`src/rtl/brg_pkg.sv`:
```
package brg_pkg;
  // Strobes from control to datapath
  typedef struct packed {
    logic cntAdv;   // counter takes one step this cycle
    logic passAll;  // halving stage bypassed
  } brgStrobe_t;
endpackage

```
`src/rtl/brg_ctrl.sv`:
```
module brg_ctrl
  import brg_pkg::*;
#(
  parameter int PRE_DIV = 6
) (
  input  logic             clk,
  input  logic             rst_n,
  input  logic             runEn,
  input  logic             fastSel,
  input  logic             dblSel,
  output brgStrobe_t       strobe,
  output logic [7:0]       preCntOut
);
  localparam int PRE_W = (PRE_DIV > 1) ? $clog2(PRE_DIV) : 1;
  localparam logic [PRE_W-1:0] PRE_LAST = PRE_W'(PRE_DIV - 1);

  logic preHit;

  generate
    if (PRE_DIV > 1) begin : g_pre
      logic [PRE_W-1:0] preCnt;
      always_ff @(posedge clk) begin
        if (!rst_n) begin
          preCnt <= '0;
        end else if (runEn && !fastSel) begin
          preCnt <= (preCnt == PRE_LAST) ? '0 : preCnt + 1'b1;
        end
      end
      assign preHit    = (preCnt == PRE_LAST);
      assign preCntOut = 8'(preCnt);
    end else begin : g_nopre
      assign preHit    = 1'b1;
      assign preCntOut = 8'd0;
    end
  endgenerate

  always_comb begin
    strobe.cntAdv  = runEn && (fastSel || preHit);
    strobe.passAll = dblSel;
  end
endmodule

```
`src/rtl/brg_datapath.sv`:
```
module brg_datapath
  import brg_pkg::*;
#(
  parameter int CNT_W = 8
) (
  input  logic             clk,
  input  logic             rst_n,
  input  brgStrobe_t       strobe,
  input  logic             reloadWr,
  input  logic [CNT_W-1:0] reloadData,
  output logic             baudTick,
  output logic [CNT_W-1:0] cntQ,
  output logic [CNT_W-1:0] reloadQ,
  output logic             ovfEvt,
  output logic             halfQ
);
  localparam logic [CNT_W-1:0] CNT_MAX = '1;

  logic tickNext;

  assign ovfEvt   = strobe.cntAdv && (cntQ == CNT_MAX);
  assign tickNext = ovfEvt && (strobe.passAll || halfQ);

  always_ff @(posedge clk) begin
    if (!rst_n) begin
      reloadQ <= '0;
    end else if (reloadWr) begin
      reloadQ <= reloadData;
    end
  end

  always_ff @(posedge clk) begin
    if (!rst_n) begin
      cntQ <= '0;
    end else if (strobe.cntAdv) begin
      cntQ <= (cntQ == CNT_MAX) ? reloadQ : cntQ + 1'b1;
    end
  end

  always_ff @(posedge clk) begin
    if (!rst_n) begin
      halfQ <= 1'b0;
    end else if (ovfEvt && !strobe.passAll) begin
      halfQ <= !halfQ;
    end
  end

  always_ff @(posedge clk) begin
    if (!rst_n) baudTick <= 1'b0;
    else        baudTick <= tickNext;
  end
endmodule

```
`src/rtl/brg_top.sv`:
```
module brg_top
  import brg_pkg::*;
#(
  parameter int CNT_W   = 8,
  parameter int PRE_DIV = 6
) (
  input  logic             clk,
  input  logic             rst_n,
  input  logic             runEn,
  input  logic             fastSel,
  input  logic             dblSel,
  input  logic             reloadWr,
  input  logic [CNT_W-1:0] reloadData,
  output logic             baudTick
);
  brgStrobe_t       strobe;
  logic [7:0]       preCnt;
  logic [CNT_W-1:0] cntQ;
  logic [CNT_W-1:0] reloadQ;
  logic             ovfEvt;
  logic             halfQ;

  brg_ctrl #(.PRE_DIV(PRE_DIV)) ctrl_i (
    .clk(clk), .rst_n(rst_n), .runEn(runEn), .fastSel(fastSel),
    .dblSel(dblSel), .strobe(strobe), .preCntOut(preCnt)
  );

  brg_datapath #(.CNT_W(CNT_W)) dp_i (
    .clk(clk), .rst_n(rst_n), .strobe(strobe), .reloadWr(reloadWr),
    .reloadData(reloadData), .baudTick(baudTick), .cntQ(cntQ),
    .reloadQ(reloadQ), .ovfEvt(ovfEvt), .halfQ(halfQ)
  );
endmodule

```
`config.mk`:
```
export PLATFORM = sky130hd
export DESIGN_NAME = brg_top
export DESIGN_NICKNAME = d
export VERILOG_FILES = /design/src/rtl/brg_pkg.sv /design/src/rtl/brg_ctrl.sv /design/src/rtl/brg_datapath.sv /design/src/rtl/brg_top.sv
export SDC_FILE = /design/constraint.sdc
export NUM_CORES = 1
export LEC_CHECK = 0
export BUFFER_PORTS_ARGS = -buffer_cell sky130_fd_sc_hd__buf_2
export CORE_UTILIZATION = 57
export CTS_CLUSTER_SIZE = 24
export DETAILED_ROUTE_END_ITERATION = 7
export GPL_TIMING_DRIVEN = 0
export PLACE_DENSITY = 0.81
export SLEW_MARGIN = 20
export SYNTH_ARGS = -nofsm -noshare
export SYNTH_HDL_FRONTEND = slang
export SYNTH_SLANG_ARGS = --single-unit
```
`constraint.sdc`:
```
create_clock -name clk -period 4.7 [get_ports clk]
set_input_delay 0.47 -clock clk [delete_from_list [all_inputs] [get_ports clk]]
set_output_delay 0.47 -clock clk [all_outputs]
set_load 0.01 [all_outputs]
```
==> results.toml <==
[status]
outcome = "finished, final reports clean"

[worst_setup_path]
slowest_delay_ns = 0.44
worstPathRequired_ns = 4.93
crit_arrival_ns = 2.07
crit_type = "reg -> reg"
crit_path_cell_trace = "ha_1 -> and3_1 -> buf_2 -> o2111ai_4 -> or3_1 -> a21oi_1"
worstSetupEndpointType = "flop"
worst-path-max-fanout = 9
cpMaxStageDelayCell = "dfxtp_1"
critical_path.startpoint_type = "flop"
cp_top_family = "simple AND/OR/NAND/NOR gates"
crit_buf_inv = 1

[place]
pre_cts_ws_ns = 2.926
place.gp.congestion = 0.8414
io_buffers = 13
dpl.hpwl_um = 1342

[floorplanning]
die_w_um = 43.01
core_sq_um = 1541
start_util_pct = 62.18
num_rows = 14
die_area_sq_um = 1849
die_h_um = 43.01
num_io_pins = 15

[synth]
seq_area_frac_synth_pct = 43.86
synth.avg_cell_area_sq_um = 9.396
synthCells = 102
ys_types = 33
synth_fp_nets = 117
ys_warn_count = 0
synthesis.area_sq_um = 958.4
synth-seq-cells = 21

[timing]
relSlewSlack_pct = 64.05
worst_slack_ns = 2.863
hold_viol = 0
setup_viol = 0
worstMarginPinSlew_ns = 0.5392
rsz0062_at_grt = "no"
final_max_slew_viol_count = 0
period_needed_ns = 1.837
fmax_mhz = 544.4
setup_tns_ns = 0
skew_ns = 0.004050
fin_crit_sh_pct = 39.08

[clock_network]
cts.sinks = 21
cts_inserted_buffers = 3
h-tree-depth = 1
cts_tree = "yes"
cts-resized-gates = 0
clockBufferDepth = 2
post_cts_buffers = 0
cts-root-buf = "clkbuf_4"
clkSlewWorstSetupHoldPaths_ns = 0.12
cts_hold_repair.buffers = 0
insertion_delay_ns = 0.29

[pwr]
power_uw = 301.3
switching_share_pct = 24.13
vdd_drop_max_mv = 0.1855
p_comb_share_pct = 8.9
p_clk_share_pct = 28.1
p_per_area_nw_per_um2 = 281.3
p_leak_uw = 0.0004487
p_sw_uw = 72.70
p_int_uw = 228.6
seqPwrFrac_pct = 63.0

[route]
dr.pass1.iters = 5
wl_per_cell_um = 13.24
remaining_drc_errors = 0
vias_per_cell = 6.044
drt_wl_total_um = 1788
drt-initial-drc-count = 32
ant_nets = 0
vias = 816

[global_routing]
grt_pass1_vias = 694
grt_overflow = 0
grt_use_total_pct = 21.01
grt_antenna_before_repair = 0
grt_pass1_wl_um = 3015
grt_max_degree = 13

[layout]
syn_to_final_growth_pct = 11.75
layout_commonest_cell = "dfxtp_1"
drive_gt1_share_pct = 18.49
nFillCells = 130
mostFrequentLayoutCells = "21 x dfxtp_1, 14 x buf_2, 12 x nor2_1"
n_antenna_cell = 0
nets = 135

[flow_run]
cap_violations = 0

[worst_hold_path]
min_path_type = "in -> reg"
-- cells in the mapped netlist --
master / instances / share of area (%)
or3_1: 2 / 1.3
o2111a_1: 1 / 1.2
a21oi_1: 9 / 4.7
xor2_1: 1 / 0.91
o2111ai_1: 1 / 0.91
and3b_1: 1 / 0.91
nand2_1: 8 / 3.1
nor2_1: 12 / 4.7
buf_6: 1 / 1.2
nor2b_1: 1 / 0.65
mux2i_1: 9 / 9.4
inv_1: 1 / 0.39
buf_4: 1 / 0.78
a21o_1: 1 / 0.78
a311oi_1: 2 / 1.8
xnor2_1: 1 / 0.91
o2111ai_4: 1 / 2.7
ha_1: 1 / 1.3
and3_1: 2 / 1.3
nand3_1: 3 / 1.6
o21ai_0: 4 / 2.1
buf_2: 1 / 0.52
a21boi_0: 1 / 0.78
and4b_1: 1 / 1.0
nand4b_1: 1 / 0.91
nor3_1: 2 / 1.0
clkbuf_1: 2 / 0.78
dfxtp_1: 21 / 44
o211a_1: 1 / 1.0
nand4_1: 4 / 2.6
and4_1: 3 / 2.7
o21a_1: 1 / 0.78
a41o_2: 1 / 1.2
-- routing by layer --
| layer | routed length [um] | part of all wire (%) | vias to the layer above | global-route usage, % |
|---|---|---|---|---|
| met5 | 0 | 0 | - | 0 |
| met4 | 8 | 0.45 | 0 | 3.636 |
| met3 | 85 | 4.8 | 2 | 3.830 |
| met2 | 847 | 47 | 30 | 36.06 |
| met1 | 846 | 47 | 376 | 27.88 |
| li1 | - | - | 408 | - |
-- path summary, 6_finish.rpt --
path,slack [ns],startpoint,depth (start not counted),to
setup / recovery,2.86,dp_i.cntQ[0],6,dp_i.halfQ
hold / removal,0.40,reloadData[0],3,dp_i.reloadQ[0]
setup reg to reg,2.86,dp_i.cntQ[0],6,dp_i.halfQ
hold reg to reg,0.49,ctrl_i.g_pre.preCnt[1],2,ctrl_i.g_pre.preCnt[1]
-- state kept, by name, summed over array words and instances, names as in the netlist --
signal	cells
dp_i.baudTick	1
ctrl_i.g_pre.preCnt	3
dp_i.reloadQ	8
dp_i.halfQ	1
dp_i.cntQ	8
-- metrics by stage --
step,instances,instance area [sq um],utilization (%),hold WS [ns]
2_1_floorplan,102,958.4,-,0.4489
3_5_place_dp,131,1044,67.69,0.4703
4_1_cts,135,1071,69.48,0.4019
5_1_grt,135,1071,69.48,0.3955
3_3_place_gp,131,1044,67.69,0.4636
6_report,135,1071,69.48,0.3996
-- power groups by stage --
stage          Sequential, uW  Clock, uW  Combinational [uW]
2_1_floorplan             192          0                17.1
3_3_place_gp              193          0                25.5
3_5_place_dp              194          0                26.7
4_1_cts                   190       86.7                26.9
5_1_grt                   191       93.3                29.6
6_report                  190       84.7                26.9
-- kinds of logic after synthesis --
| family | Yosys count | share of synthesized area [%] |
|---|---|---|
| buffers and inverters | 6 | 3.655 |
| XOR/XNOR | 2 | 1.828 |
| adder cells (fa/ha/maj) | 1 | 1.305 |
| flip-flops | 21 | 43.86 |
| AO/OA/AOI/OAI | 23 | 18.02 |
| multiplexers | 9 | 9.400 |
| AND/OR/NAND/NOR | 40 | 21.93 |
-- layout make-up --
class / count / area (sq um) / area share (%)
Multi-Input combinational cell: 75 / 503.0 / 46.96
Timing Repair Buffer: 13 / 65.06 / 6.075
Inverter: 1 / 3.754 / 0.3505
Sequential cell: 21 / 420.4 / 39.25
Buffer: 5 / 31.28 / 2.921
Tap cell: 16 / 20.02 / 1.869
Clock buffer: 3 / 22.52 / 2.103
Clock inverter: 1 / 5.005 / 0.4673
-- worst reg2reg max path: stages (launching register included) --
cell	delay (ns)
dfxtp_1	0.44
ha_1	0.28
and3_1	0.18
buf_2	0.20
o2111ai_4	0.19
or3_1	0.35
a21oi_1	0.14
No activity file was read; power rests on OpenSTA's default activity.
